`src/rtl/rfs_pkg.sv`:
```
// Package: shared widths and decode functions for the refresh scheduler.
// Assumes: divider width is fixed by the largest ratio (4096).
package rfs_pkg;
    localparam int DIV_W = 12;

    // Low-bit mask of the divider that must be all ones for a tick.
    function automatic logic [DIV_W-1:0] div_mask(input logic [2:0] sel);
        logic [DIV_W-1:0] m;
        case (sel)
            3'd1:    m = 12'h003;
            3'd2:    m = 12'h00F;
            3'd3:    m = 12'h03F;
            3'd4:    m = 12'h0FF;
            3'd5:    m = 12'h3FF;
            3'd6:    m = 12'h7FF;
            3'd7:    m = 12'hFFF;
            default: m = '0;
        endcase
        return m;
    endfunction

    // Number of refreshes queued per compare match.
    function automatic logic [3:0] burst_len(input logic [2:0] sel);
        logic [3:0] n;
        case (sel)
            3'd0:    n = 4'd1;
            3'd1:    n = 4'd2;
            3'd2:    n = 4'd4;
            3'd3:    n = 4'd6;
            default: n = 4'd8;
        endcase
        return n;
    endfunction
endpackage

```
`src/rtl/rfs_prescaler.sv`:
```
// Module: rfs_prescaler
// Free-running divider that emits a one-cycle tick at the selected ratio.
// Assumes: clk_sel may change at any time; a change takes effect on the
// next divider pattern that matches the new mask. Select 0 gives no ticks.
module rfs_prescaler
    import rfs_pkg::*;
(
    input  logic       clk,
    input  logic       rst_n,
    input  logic [2:0] clk_sel,
    output logic       tick
);
    logic [DIV_W-1:0] div_q;
    logic [DIV_W-1:0] mask;

    // Free-running divide counter.
    always_ff @(posedge clk) begin
        if (!rst_n) div_q <= '0;
        else        div_q <= div_q + 1'b1;
    end

    // Tick when the selected low bits are all ones.
    always_comb begin
        mask = div_mask(clk_sel);
        tick = (clk_sel != 3'd0) && ((div_q & mask) == mask);
    end
endmodule

```
`src/rtl/rfs_interval_ctr.sv`:
```
// Module: rfs_interval_ctr
// Interval counter: advances on a tick unless held, clears on a compare
// match and reports the match as a single-cycle pulse.
// Assumes: tick is a one-cycle pulse; hold is a registered signal.
module rfs_interval_ctr #(
    parameter int CNT_W = 8
) (
    input  logic             clk,
    input  logic             rst_n,
    input  logic             tick,
    input  logic             hold,
    input  logic [CNT_W-1:0] cmp_const,
    output logic [CNT_W-1:0] cnt,
    output logic             match
);
    logic adv;

    // Advance qualification and compare.
    always_comb begin
        adv   = tick && !hold;
        match = adv && (cnt == cmp_const);
    end

    // Count register: clear on match, otherwise step by one.
    always_ff @(posedge clk) begin
        if (!rst_n)     cnt <= '0;
        else if (match) cnt <= '0;
        else if (adv)   cnt <= cnt + 1'b1;
    end
endmodule

```
`src/rtl/rfs_burst_engine.sv`:
```
// Module: rfs_burst_engine
// Holds the queue of pending auto-refreshes, offers them one at a time
// over a request/acknowledge pair, and tracks the self-refresh state.
// Assumes: PEND_W >= 4 so a full group of 8 fits in one load.
module rfs_burst_engine
    import rfs_pkg::*;
#(
    parameter int PEND_W = 4
) (
    input  logic       clk,
    input  logic       rst_n,
    input  logic       match,
    input  logic       refresh_en,
    input  logic [2:0] burst_sel,
    input  logic       ref_ack,
    input  logic       sr_enter,
    input  logic       sr_exit,
    output logic       ref_req,
    output logic       sr_active
);
    localparam int SUM_W = PEND_W + 2;
    localparam logic [SUM_W-1:0] PEND_MAX = SUM_W'((1 << PEND_W) - 1);

    logic [PEND_W-1:0] pend_q;
    logic [SUM_W-1:0]  sum;
    logic [SUM_W-1:0]  add_v;
    logic [SUM_W-1:0]  sub_v;
    logic              enter_ok;
    logic              exit_ok;

    // Request line and accepted self-refresh transitions.
    always_comb begin
        ref_req  = (pend_q != '0) && !sr_active;
        enter_ok = sr_enter && !sr_active && !sr_exit;
        exit_ok  = sr_exit && sr_active;
    end

    // Next queue depth: load on match, drain on handshake, saturate.
    always_comb begin
        add_v = (match && refresh_en) ? SUM_W'(burst_len(burst_sel)) : '0;
        sub_v = (ref_req && ref_ack) ? SUM_W'(1) : '0;
        sum   = SUM_W'(pend_q) + add_v - sub_v;
        if (sum > PEND_MAX) sum = PEND_MAX;
    end

    // Queue register; emptied on self-refresh entry.
    always_ff @(posedge clk) begin
        if (!rst_n)        pend_q <= '0;
        else if (enter_ok) pend_q <= '0;
        else               pend_q <= sum[PEND_W-1:0];
    end

    // Self-refresh state.
    always_ff @(posedge clk) begin
        if (!rst_n)        sr_active <= 1'b0;
        else if (enter_ok) sr_active <= 1'b1;
        else if (exit_ok)  sr_active <= 1'b0;
    end
endmodule

```
`src/rtl/refresh_sched.sv`:
```
// Module: refresh_sched (top)
// SDRAM refresh scheduler: prescaler, interval counter, sticky match flag
// with interrupt, and the refresh queue with self-refresh control.
// Assumes: all inputs synchronous to clk; sequencer timing is external.
module refresh_sched #(
    parameter int CNT_W  = 8,
    parameter int PEND_W = 4
) (
    input  logic             clk,
    input  logic             rst_n,
    input  logic [2:0]       clk_sel,
    input  logic [CNT_W-1:0] cmp_const,
    input  logic [2:0]       burst_sel,
    input  logic             refresh_en,
    input  logic             irq_en,
    input  logic             flag_clr,
    output logic             ref_req,
    input  logic             ref_ack,
    input  logic             sr_enter,
    input  logic             sr_exit,
    output logic             sr_active,
    output logic [CNT_W-1:0] cnt,
    output logic             match_flag,
    output logic             irq
);
    logic tick;
    logic match;

    rfs_prescaler u_pre (
        .clk     (clk),
        .rst_n   (rst_n),
        .clk_sel (clk_sel),
        .tick    (tick)
    );

    rfs_interval_ctr #(.CNT_W(CNT_W)) u_ctr (
        .clk       (clk),
        .rst_n     (rst_n),
        .tick      (tick),
        .hold      (sr_active),
        .cmp_const (cmp_const),
        .cnt       (cnt),
        .match     (match)
    );

    rfs_burst_engine #(.PEND_W(PEND_W)) u_burst (
        .clk        (clk),
        .rst_n      (rst_n),
        .match      (match),
        .refresh_en (refresh_en),
        .burst_sel  (burst_sel),
        .ref_ack    (ref_ack),
        .sr_enter   (sr_enter),
        .sr_exit    (sr_exit),
        .ref_req    (ref_req),
        .sr_active  (sr_active)
    );

    // Sticky match flag; a new match outranks a clear.
    always_ff @(posedge clk) begin
        if (!rst_n)        match_flag <= 1'b0;
        else if (match)    match_flag <= 1'b1;
        else if (flag_clr) match_flag <= 1'b0;
    end

    // Interrupt gating.
    always_comb irq = match_flag && irq_en;
endmodule

```
`config.mk`:
```
export PLATFORM = sky130hd
export DESIGN_NAME = refresh_sched
export DESIGN_NICKNAME = d
export VERILOG_FILES = /design/src/rtl/rfs_pkg.sv /design/src/rtl/rfs_prescaler.sv /design/src/rtl/rfs_interval_ctr.sv /design/src/rtl/rfs_burst_engine.sv /design/src/rtl/refresh_sched.sv
export SDC_FILE = /design/constraint.sdc
export NUM_CORES = 1
export LEC_CHECK = 0
export BUFFER_PORTS_ARGS = -buffer_cell sky130_fd_sc_hd__buf_2
export CAP_MARGIN = 0
export CELL_PAD_IN_SITES_DETAIL_PLACEMENT = 2
export CELL_PAD_IN_SITES_GLOBAL_PLACEMENT = 2
export CORE_ASPECT_RATIO = 1.25
export CORE_UTILIZATION = 29
export CTS_BUF_LIST = sky130_fd_sc_hd__clkbuf_8 sky130_fd_sc_hd__clkbuf_16
export CTS_CLUSTER_SIZE = 10
export DETAILED_ROUTE_END_ITERATION = 12
export PLACE_DENSITY = 0.82
export SLEW_MARGIN = 10
export SYNTH_ARGS = -nofsm -noshare
export SYNTH_HDL_FRONTEND = slang
export SYNTH_SLANG_ARGS = --single-unit
```
`constraint.sdc`:
```
create_clock -name clk -period 3 [get_ports clk]
set_input_delay 0.3 -clock clk [delete_from_list [all_inputs] [get_ports clk]]
set_output_delay 0.3 -clock clk [all_outputs]
set_load 0.03 [all_outputs]
```
==> impl_metrics.prom, run 1 <==
# TYPE chip_impl_metric gauge
chip_impl_metric{name="share_clk_of_total_power",unit="%"} 22.2
chip_impl_metric{name="grt_pass1_vias",unit=""} 1869
chip_impl_metric{name="power_density",unit="nW/um2"} 604
chip_impl_info{name="crit_type",value="reg2reg"} 1
chip_impl_metric{name="floorplan.die.width",unit="um"} 69.8
chip_impl_info{name="rsz0062_at_grt",value="yes"} 1
chip_impl_metric{name="gpl.final_weighted_congestion",unit=""} 0.733
chip_impl_metric{name="post_route_cells_drive_above_1_share",unit="%"} 47.5
chip_impl_metric{name="timing.final.max_slew_violations",unit=""} 0
chip_impl_metric{name="non_filler_instance_count_after_layout",unit=""} 319
chip_impl_info{name="slowest_stage",value="sky130_fd_sc_hd__dfxtp_4"} 1
chip_impl_metric{name="design_area",unit="um2"} 2360
chip_impl_metric{name="cp.required",unit="ps"} 3150
chip_impl_metric{name="dp_cells",unit=""} 309
chip_impl_metric{name="post-dp-hpwl",unit="um"} 3890
chip_impl_metric{name="global_route.overflow_total",unit=""} 0
chip_impl_metric{name="comb_power_share",unit="%"} 50.8
chip_impl_metric{name="critical_path.max_stage_delay",unit="ps"} 390
chip_impl_metric{name="timing.critical_path.arrival",unit="ps"} 3070
chip_impl_info{name="min_path_type",value="in2reg"} 1
chip_impl_metric{name="standard_cell_area_after_detailed_placement",unit="um2"} 2110
chip_impl_info{name="worst_setup_path_start_kind",value="flip-flop"} 1
chip_impl_metric{name="highest_clock_frequency_the_design_can_meet",unit="GHz"} 0.342
chip_impl_metric{name="num_io_pins",unit=""} 34
chip_impl_info{name="setup.worst_path.end_class",value="flip-flop"} 1
chip_impl_metric{name="fp.dieH",unit="um"} 86.7
chip_impl_metric{name="synth_cells",unit=""} 187
chip_impl_metric{name="max-slew-margin-rel",unit="%"} 38.7
chip_impl_metric{name="period_utilisation_layout",unit="%"} 97.4
chip_impl_info{name="layout.cells.most_common_list",value="35 x sky130_fd_sc_hd__buf_4, 33 x sky130_fd_sc_hd__buf_2, 17 x sky130_fd_sc_hd__inv_1"} 1
chip_impl_metric{name="synth_fp_nets",unit=""} 220
chip_impl_metric{name="clock_tree.htree_level_count",unit=""} 1
chip_impl_info{name="worst_setup_path_startpoint",value="u_pre.div_q[2]$_SDFF_PN0_"} 1
chip_impl_metric{name="cts_inserted_buffers",unit=""} 3
chip_impl_metric{name="ys.warnings.count",unit=""} 0
chip_impl_metric{name="design_power_total",unit="mW"} 1.42
chip_impl_metric{name="syn-mean-instance-area",unit="um2"} 8.90
chip_impl_info{name="synth_top_flop_cell",value="sky130_fd_sc_hd__dfxtp_1"} 1
chip_impl_metric{name="cts.reportedPaths.clkPinSlew",unit="ps"} 110
chip_impl_info{name="holdCritStartpoint",value="sr_exit"} 1
chip_impl_info{name="critPathTopFamily",value="simple AND/OR/NAND/NOR gates"} 1
chip_impl_metric{name="postRouteAntennaNets",unit=""} 0
chip_impl_metric{name="route.detailed.drc",unit=""} 0
chip_impl_metric{name="fin_worst_skew",unit="ps"} 4.80
chip_impl_info{name="final_common_cell",value="sky130_fd_sc_hd__buf_4"} 1
chip_impl_metric{name="worstSkewPairLatency",unit="ps"} 290
chip_impl_info{name="cp_cell_sequence",value="nand2_2 -> nor3_4 -> a32oi_2 -> nor4_4 -> nor3b_2 -> ha_2 -> inv_2 -> fa_2 -> nor2b_2 -> o21ai_2 -> o21ba_4 -> mux2i_4 -> a21oi_2"} 1
chip_impl_metric{name="grt_start_max_net_pins",unit=""} 30
chip_impl_metric{name="worstMarginPinSlew",unit="ps"} 912
chip_impl_info{name="cts_root_buf",value="sky130_fd_sc_hd__clkbuf_8"} 1
chip_impl_metric{name="port_buffers",unit=""} 33
chip_impl_metric{name="synth_enable_flop_cells",unit=""} 0
chip_impl_metric{name="peakVddDrop",unit="V"} 0.000425
chip_impl_metric{name="clock_tree.buffer_depth",unit=""} 2
chip_impl_metric{name="finalWirelength",unit="um"} 5840
chip_impl_metric{name="worstPathBufferInverterCount",unit=""} 1
chip_impl_metric{name="core_area",unit="um2"} 5480
chip_impl_metric{name="crit_path_max_fanout",unit=""} 3
chip_impl_metric{name="cts_hold_buffers",unit=""} 0
chip_impl_metric{name="period_minus_slack",unit="ps"} 2920
chip_impl_metric{name="detail_route.wl_per_cell",unit="um"} 18.3
chip_impl_metric{name="synth.ff_latch_count",unit=""} 26
chip_impl_metric{name="core.rowCount",unit=""} 30
chip_impl_metric{name="drv.max_cap_violation_count",unit=""} 0
chip_impl_metric{name="drt_iter0_drc",unit=""} 52
chip_impl_metric{name="asyncSetResetFlopFracSynth",unit="%"} 0
chip_impl_metric{name="finalSetupViolations",unit=""} 0
chip_impl_info{name="outcome",value="complete, no violations"} 1
chip_impl_metric{name="insertedDiodeCount",unit=""} 0
chip_impl_metric{name="syn-cell-area",unit="um2"} 1660
chip_impl_metric{name="p_seq_share",unit="%"} 27.0
chip_impl_metric{name="track_usage",unit="%"} 19.8
chip_impl_metric{name="power_leakage",unit="nW"} 1.06
chip_impl_metric{name="hold_violations",unit=""} 0
chip_impl_metric{name="route.vias.total",unit=""} 1620
chip_impl_info{name="worst_r2r_startpoint",value="u_pre.div_q[2]$_SDFF_PN0_"} 1
chip_impl_metric{name="finalNetCount",unit=""} 289
chip_impl_metric{name="viasPerCell",unit=""} 5.08
chip_impl_metric{name="grt_antenna_before_repair",unit=""} 0
chip_impl_metric{name="layout_overhead_on_the_synthesized_area",unit="%"} 41.7
chip_impl_metric{name="p_switching",unit="mW"} 0.535
chip_impl_metric{name="firstDrtPassIters",unit=""} 4
chip_impl_metric{name="floorplan.initialDensity",unit="%"} 30.4
chip_impl_metric{name="wire_length_of_the_first_global_routing_pass",unit="um"} 9340
chip_impl_metric{name="synth.distinct_cells",unit=""} 43
chip_impl_metric{name="cts_num_sinks",unit=""} 26
chip_impl_metric{name="power.share.switching",unit="%"} 37.6
chip_impl_metric{name="synth-seq-area-share",unit="%"} 31.3
chip_impl_info{name="clock_tree_from_tritoncts",value="built"} 1
chip_impl_metric{name="die_area",unit="um2"} 6050
chip_impl_metric{name="internal-power",unit="mW"} 0.889
[layer usage]
metal  wire length, um  GRT usage (%)  up-vias
met5                 0              0        -
met4               137           5.82        0
met3               131           1.28       11
met2              3280           40.1       32
met1              2290           22.0      791
li1                  -              -      786
[cells in the mapped netlist (2+ instances only)]
library cell | n | area (um2)
sky130_fd_sc_hd__and3_1 | 3 | 18.8
sky130_fd_sc_hd__inv_1 | 18 | 67.6
sky130_fd_sc_hd__o311ai_0 | 3 | 26.3
sky130_fd_sc_hd__nor3_1 | 2 | 10.0
sky130_fd_sc_hd__nor2b_1 | 5 | 31.3
sky130_fd_sc_hd__dfxtp_1 | 26 | 521
sky130_fd_sc_hd__a21oi_1 | 9 | 45.0
sky130_fd_sc_hd__ha_1 | 10 | 125
sky130_fd_sc_hd__o21ai_0 | 9 | 45.0
sky130_fd_sc_hd__xor2_1 | 13 | 114
sky130_fd_sc_hd__nand3b_1 | 4 | 30.0
sky130_fd_sc_hd__nand2_2 | 2 | 12.5
sky130_fd_sc_hd__or2_2 | 2 | 12.5
sky130_fd_sc_hd__a21o_1 | 2 | 15.0
sky130_fd_sc_hd__nand3_1 | 8 | 40.0
sky130_fd_sc_hd__a211oi_1 | 3 | 22.5
sky130_fd_sc_hd__nand2_1 | 13 | 48.8
sky130_fd_sc_hd__and2_1 | 12 | 75.1
sky130_fd_sc_hd__clkbuf_1 | 3 | 11.3
sky130_fd_sc_hd__nand2b_1 | 5 | 31.3
sky130_fd_sc_hd__nor4_4 | 3 | 63.8
sky130_fd_sc_hd__o32ai_1 | 2 | 17.5
sky130_fd_sc_hd__a21boi_0 | 3 | 22.5
sky130_fd_sc_hd__xnor2_1 | 6 | 52.6
sky130_fd_sc_hd__nand4_1 | 3 | 18.8
[state kept, by name (all words and copies together) (netlist names)]
signal and count:
u_pre.div_q 12, u_ctr.cnt 8, u_burst.pend_q 4, match_flag 1
u_burst.sr_active 1
[path summary, 6_finish.rpt]
path / cells after the start / slack [ps] / end
max reg2reg: 13 / 80 / u_burst.pend_q[2]$_SDFF_PP0_
min reg2reg: 2 / 540 / u_pre.div_q[0]$_SDFF_PN0_
min: 2 / 180 / u_burst.sr_active$_SDFFE_PN0P_
max: 13 / 80 / u_burst.pend_q[2]$_SDFF_PP0_
[cell type report]
class	count	area, um2
clock buffer	3	41.3
sequential	26	546
clock inverter	1	30.0
tap	64	80.1
fill	602	3120
inverter	18	67.6
timing repair buffer	68	428
multi-input combinational	139	1160
[per-stage QoR]
stage	hold slack (ps)	worst slack [ps]	utilization [%]	TNS (ps)
after CTS	179	-28.7	40.8	-70.4
after detailed placement	491	-188	38.5	-669
after global routing	186	-97.7	43.0	-270
final	176	78.6	43.0	0
after floorplan	376	8.95	-	0
after global placement	482	-52.3	38.5	-173
[power by group through the flow]
stage	clock (mW)	sequential [mW]	combinational (mW)
2_1_floorplan	0	0.392	0.337
3_3_place_gp	0	0.391	0.484
3_5_place_dp	0	0.392	0.517
4_1_cts	0.316	0.385	0.588
5_1_grt	0.331	0.387	0.788
6_report	0.316	0.385	0.723
[repair_timing]
action	4_1_cts	5_1_grt
setup endpoints to repair	4	4
resized for setup	10	26
buffers inserted	2	4
pin swaps	14	12
[cells by family (layout without fill, tap and decap cells)]
| kind of cell | count (synthesis) | in the layout | share of synthesized area [%] |
|---|---|---|---|
| buf+inv | 22 | 90 | 5.56 |
| mux | 1 | 1 | 0.602 |
| simple gates | 68 | 68 | 27.0 |
| compound gates | 40 | 40 | 16.8 |
| flops | 26 | 26 | 31.3 |
| xor+xnor | 19 | 19 | 10.0 |
| fa+ha+maj | 11 | 11 | 8.72 |
No activity file was read; power rests on OpenSTA's default activity.
==> run 2: changes to the inputs <==
--- a/config.mk
+++ b/config.mk
@@ -5,16 +5,18 @@
 export SDC_FILE = /design/constraint.sdc
 export NUM_CORES = 1
 export LEC_CHECK = 0
+export ABC_AREA = 1
 export BUFFER_PORTS_ARGS = -buffer_cell sky130_fd_sc_hd__buf_2
 export CAP_MARGIN = 0
 export CELL_PAD_IN_SITES_DETAIL_PLACEMENT = 2
 export CELL_PAD_IN_SITES_GLOBAL_PLACEMENT = 2
 export CORE_ASPECT_RATIO = 1.25
-export CORE_UTILIZATION = 29
+export CORE_UTILIZATION = 26
 export CTS_BUF_LIST = sky130_fd_sc_hd__clkbuf_8 sky130_fd_sc_hd__clkbuf_16
 export CTS_CLUSTER_SIZE = 10
 export DETAILED_ROUTE_END_ITERATION = 12
 export PLACE_DENSITY = 0.82
+export SETUP_SLACK_MARGIN = 0.1
 export SLEW_MARGIN = 10
 export SYNTH_ARGS = -nofsm -noshare
 export SYNTH_HDL_FRONTEND = slang
==> run 2 against run 1 <==
  * Clock power decreased by 35%
  * Die area increased by 17%
  * First-iteration DRC count decreased by 60%
  * Synthesized cell count increased by 45%
  * Sequential cell count unchanged
  * Critical path depth increased by 6
  * Combinational power decreased by 31%
  * Clock skew about the same
  * Routed wire length decreased by 8.7%
  * Core utilization decreased by 9.6 points
==> impl_metrics.prom, run 2 <==
# TYPE chip_impl_metric gauge
chip_impl_info{name="synth_most_common_cell",value="sky130_fd_sc_hd__nand2_1"} 1
chip_impl_metric{name="crit_path_max_fanout",unit=""} 7
chip_impl_metric{name="wire_length_of_the_first_global_routing_pass",unit="um"} 8850
chip_impl_metric{name="route.vias.total",unit=""} 1827
chip_impl_info{name="synth_top_flop_cell",value="sky130_fd_sc_hd__dfxtp_1"} 1
chip_impl_metric{name="fin_worst_skew",unit="ps"} 5.01
chip_impl_info{name="timing.critical_path.to",value="u_burst.pend_q[2]$_SDFF_PP0_"} 1
chip_impl_metric{name="port_buffers",unit=""} 33
chip_impl_metric{name="cts_inserted_buffers",unit=""} 3
chip_impl_metric{name="peakVddDrop",unit="V"} 0.000186
chip_impl_info{name="netlist_top_cells_count",value="71 x sky130_fd_sc_hd__nand2_1, 53 x sky130_fd_sc_hd__inv_1, 34 x sky130_fd_sc_hd__nor2_1"} 1
chip_impl_metric{name="grt_pass1_vias",unit=""} 2002
chip_impl_metric{name="period_utilisation_layout",unit="%"} 90.9
chip_impl_info{name="holdCritStartpoint",value="sr_exit"} 1
chip_impl_metric{name="synth_enable_flop_cells",unit=""} 0
chip_impl_metric{name="power_density",unit="nW/um2"} 500
chip_impl_metric{name="finalWirelength",unit="um"} 5330
chip_impl_metric{name="insertedDiodeCount",unit=""} 0
chip_impl_metric{name="finalSetupViolations",unit=""} 0
chip_impl_metric{name="num_io_pins",unit=""} 34
chip_impl_metric{name="global_route.overflow_total",unit=""} 0
chip_impl_info{name="worst_setup_path_startpoint",value="u_ctr.cnt[5]$_SDFFE_PP0P_"} 1
chip_impl_metric{name="reg2reg_setup_slack",unit="ps"} 270
chip_impl_metric{name="hold_violations",unit=""} 0
chip_impl_metric{name="post_route_cells_drive_above_1_share",unit="%"} 25.4
chip_impl_metric{name="grt_antenna_before_repair",unit=""} 0
chip_impl_metric{name="fp.dieH",unit="um"} 93.8
chip_impl_info{name="min_path_type",value="in2reg"} 1
chip_impl_metric{name="asyncSetResetFlopFracSynth",unit="%"} 0
chip_impl_metric{name="flip_flop_count_of_the_largest_register_all_copies_and_words_added",unit=""} 12
chip_impl_info{name="crit-reg2reg-capture",value="u_burst.pend_q[2]$_SDFF_PP0_"} 1
chip_impl_metric{name="cts_hold_buffers",unit=""} 0
chip_impl_metric{name="cp.required",unit="ps"} 3180
chip_impl_metric{name="timing.final.max_slew_violations",unit=""} 0
chip_impl_metric{name="synth_top_area_share",unit="%"} 29.7
chip_impl_metric{name="synth_cells",unit=""} 271
chip_impl_metric{name="postRouteAntennaNets",unit=""} 0
chip_impl_info{name="largestRegisters",value="u_pre.div_q: 12 flops, u_ctr.cnt: 8 flops, u_burst.pend_q: 4 flops"} 1
chip_impl_metric{name="track_usage",unit="%"} 16.5
chip_impl_metric{name="period_minus_slack",unit="ps"} 2730
chip_impl_metric{name="synth_fp_nets",unit=""} 304
chip_impl_info{name="rsz0062_at_grt",value="no"} 1
chip_impl_info{name="setup.worst_path.end_class",value="flip-flop"} 1
chip_impl_metric{name="synth.distinct_cells",unit=""} 28
chip_impl_info{name="outcome",value="complete, no violations"} 1
chip_impl_info{name="final_common_cell",value="sky130_fd_sc_hd__nand2_1"} 1
chip_impl_metric{name="max-slew-margin-rel",unit="%"} 78.6
chip_impl_metric{name="worstSkewPairLatency",unit="ps"} 280
chip_impl_info{name="layout.cells.most_common_list",value="69 x sky130_fd_sc_hd__nand2_1, 52 x sky130_fd_sc_hd__inv_1, 33 x sky130_fd_sc_hd__buf_2"} 1
chip_impl_metric{name="gpl.final_weighted_congestion",unit=""} 0.783
chip_impl_info{name="clock_tree_from_tritoncts",value="built"} 1
chip_impl_metric{name="core.rowCount",unit=""} 33
chip_impl_metric{name="cts.reportedPaths.clkPinSlew",unit="ps"} 90
chip_impl_info{name="synth_area_leaders",value="sky130_fd_sc_hd__dfxtp_1 30%, sky130_fd_sc_hd__nand2_1 15%, sky130_fd_sc_hd__inv_1 11%"} 1
chip_impl_metric{name="route.detailed.drc",unit=""} 0
chip_impl_metric{name="drv.max_cap_violation_count",unit=""} 0
chip_impl_metric{name="syn-cell-area",unit="um2"} 1750
chip_impl_metric{name="post-dp-hpwl",unit="um"} 4470
chip_impl_metric{name="timing.critical_path.arrival",unit="ps"} 2910
chip_impl_metric{name="syn-mean-instance-area",unit="um2"} 6.47
chip_impl_metric{name="core_area",unit="um2"} 6520
chip_impl_metric{name="standard_cell_area_after_detailed_placement",unit="um2"} 2050
chip_impl_info{name="top_register",value="u_pre.div_q"} 1
chip_impl_metric{name="clock_tree.buffer_depth",unit=""} 2
chip_impl_metric{name="finalNetCount",unit=""} 346
chip_impl_metric{name="design_area",unit="um2"} 2180
chip_impl_metric{name="ys.warnings.count",unit=""} 0
chip_impl_info{name="worst_setup_path_start_kind",value="flip-flop"} 1
chip_impl_metric{name="grt_start_max_net_pins",unit=""} 14
chip_impl_metric{name="detail_route.wl_per_cell",unit="um"} 13.4
chip_impl_metric{name="floorplan.initialDensity",unit="%"} 26.9
chip_impl_metric{name="die_area",unit="um2"} 7080
chip_impl_metric{name="layout.core_utilization",unit="%"} 33.4
chip_impl_info{name="crit_type",value="reg2reg"} 1
chip_impl_metric{name="clock_tree.htree_level_count",unit=""} 1
chip_impl_info{name="cts_root_buf",value="sky130_fd_sc_hd__clkbuf_8"} 1
chip_impl_metric{name="r2r.worst_path.cells",unit=""} 19
chip_impl_info{name="worst_r2r_startpoint",value="u_ctr.cnt[5]$_SDFFE_PP0P_"} 1
chip_impl_metric{name="synth.ff_latch_count",unit=""} 26
chip_impl_metric{name="highest_clock_frequency_the_design_can_meet",unit="GHz"} 0.367
chip_impl_metric{name="viasPerCell",unit=""} 4.59
chip_impl_metric{name="firstDrtPassIters",unit=""} 4
chip_impl_metric{name="cts_num_sinks",unit=""} 26
chip_impl_metric{name="layout_overhead_on_the_synthesized_area",unit="%"} 24.1
chip_impl_metric{name="floorplan.die.width",unit="um"} 75.5
chip_impl_metric{name="synth-seq-area-share",unit="%"} 29.7
chip_impl_metric{name="drt_iter0_drc",unit=""} 21
chip_impl_info{name="netlist.top_cell.by_area",value="sky130_fd_sc_hd__dfxtp_1"} 1
chip_impl_metric{name="worstMarginPinSlew",unit="ps"} 321
chip_impl_metric{name="power_leakage",unit="nW"} 1.07
==> run 2: through the flow <==
stage	hold slack (ps)	power (mW)	worst slack, ps	TNS, ps	cells
2_1_floorplan	379	0.691	232	0	271
3_3_place_gp	452	0.789	240	0	394
3_5_place_dp	482	0.819	-51.5	-109	394
4_1_cts	179	1.04	108	0	397
5_1_grt	184	1.18	82.8	0	398
6_report	189	1.09	272	0	398
==> run 2: timing repair <==
item                                    in CTS  in global routing
resized for setup                           14                 15
pin swaps                                    0                  2
endpoints found under the setup margin       4                  4
setup buffers                                0                  1
gates cloned                                 0                  0
==> run 2: kinds of logic (layout without fill, tap and decap cells) <==
| group | count (synthesis) | in the layout | share of synthesized area, % |
|---|---|---|---|
| compound gates | 20 | 20 | 7.35 |
| xor+xnor | 12 | 12 | 5.99 |
| fa+ha+maj | 11 | 11 | 8.27 |
| buf+inv | 55 | 95 | 11.8 |
| flops | 26 | 26 | 29.7 |
| simple gates | 147 | 147 | 36.9 |
==> run 2: per-layer routing <==
metal	global-route usage (%)	vias up	routed length (um)
li1	-	918	-
met1	16.4	879	2090
met2	34.5	26	3080
met3	1.72	4	113
met4	3.70	0	49
met5	0	-	0
==> run 2: final cells by class <==
| class | instances | area, um2 |
|---|---|---|
| fill | 847 | 4350 |
| multi-input combinational | 190 | 1080 |
| sequential | 26 | 544 |
| timing repair buffer | 38 | 203 |
| inverter | 54 | 203 |
| tap | 87 | 109 |
| clock buffer | 3 | 41.3 |
==> run 2: worst min path at each step <==
stage / to / slack [ps] / depth (start not counted)
finish: u_burst.sr_active$_SDFFE_PN0P_ / 190 / 2
global route: u_burst.sr_active$_SDFFE_PN0P_ / 180 / 2
CTS: u_burst.sr_active$_SDFFE_PN0P_ / 180 / 2
detailed placement: u_burst.sr_active$_SDFFE_PN0P_ / 480 / 2
global placement: u_pre.div_q[11]$_SDFF_PN0_ / 450 / 2
floorplan: u_burst.sr_active$_SDFFE_PN0P_ / 380 / 1
==> run 2: worst max-delay path, stage by stage (launching register included) <==
cell                      delay (ps)
sky130_fd_sc_hd__dfxtp_2         410
sky130_fd_sc_hd__inv_1            80
sky130_fd_sc_hd__nand2_1          70
sky130_fd_sc_hd__nand2_1          50
sky130_fd_sc_hd__nor2_1           80
sky130_fd_sc_hd__nand2_1         110
sky130_fd_sc_hd__nor2_4          150
sky130_fd_sc_hd__inv_1            80
sky130_fd_sc_hd__nor2_4          100
sky130_fd_sc_hd__nand3_1          80
sky130_fd_sc_hd__ha_1            300
sky130_fd_sc_hd__inv_2            60
sky130_fd_sc_hd__ha_4            250
sky130_fd_sc_hd__a21oi_1         160
sky130_fd_sc_hd__o21ai_2          90
sky130_fd_sc_hd__or2_2           290
sky130_fd_sc_hd__nand2_2         100
sky130_fd_sc_hd__nand2_1          60
sky130_fd_sc_hd__nand2_1          60
sky130_fd_sc_hd__inv_1            50
==> run 2: power breakdown <==
| part | switching [mW] | total [mW] | internal (mW) |
|---|---|---|---|
| Clock | 0.116 | 0.206 | 0.0903 |
| Combinational | 0.287 | 0.497 | 0.210 |
| Sequential | 0.0130 | 0.386 | 0.373 |
| Total | 0.415 | 1.09 | 0.673 |
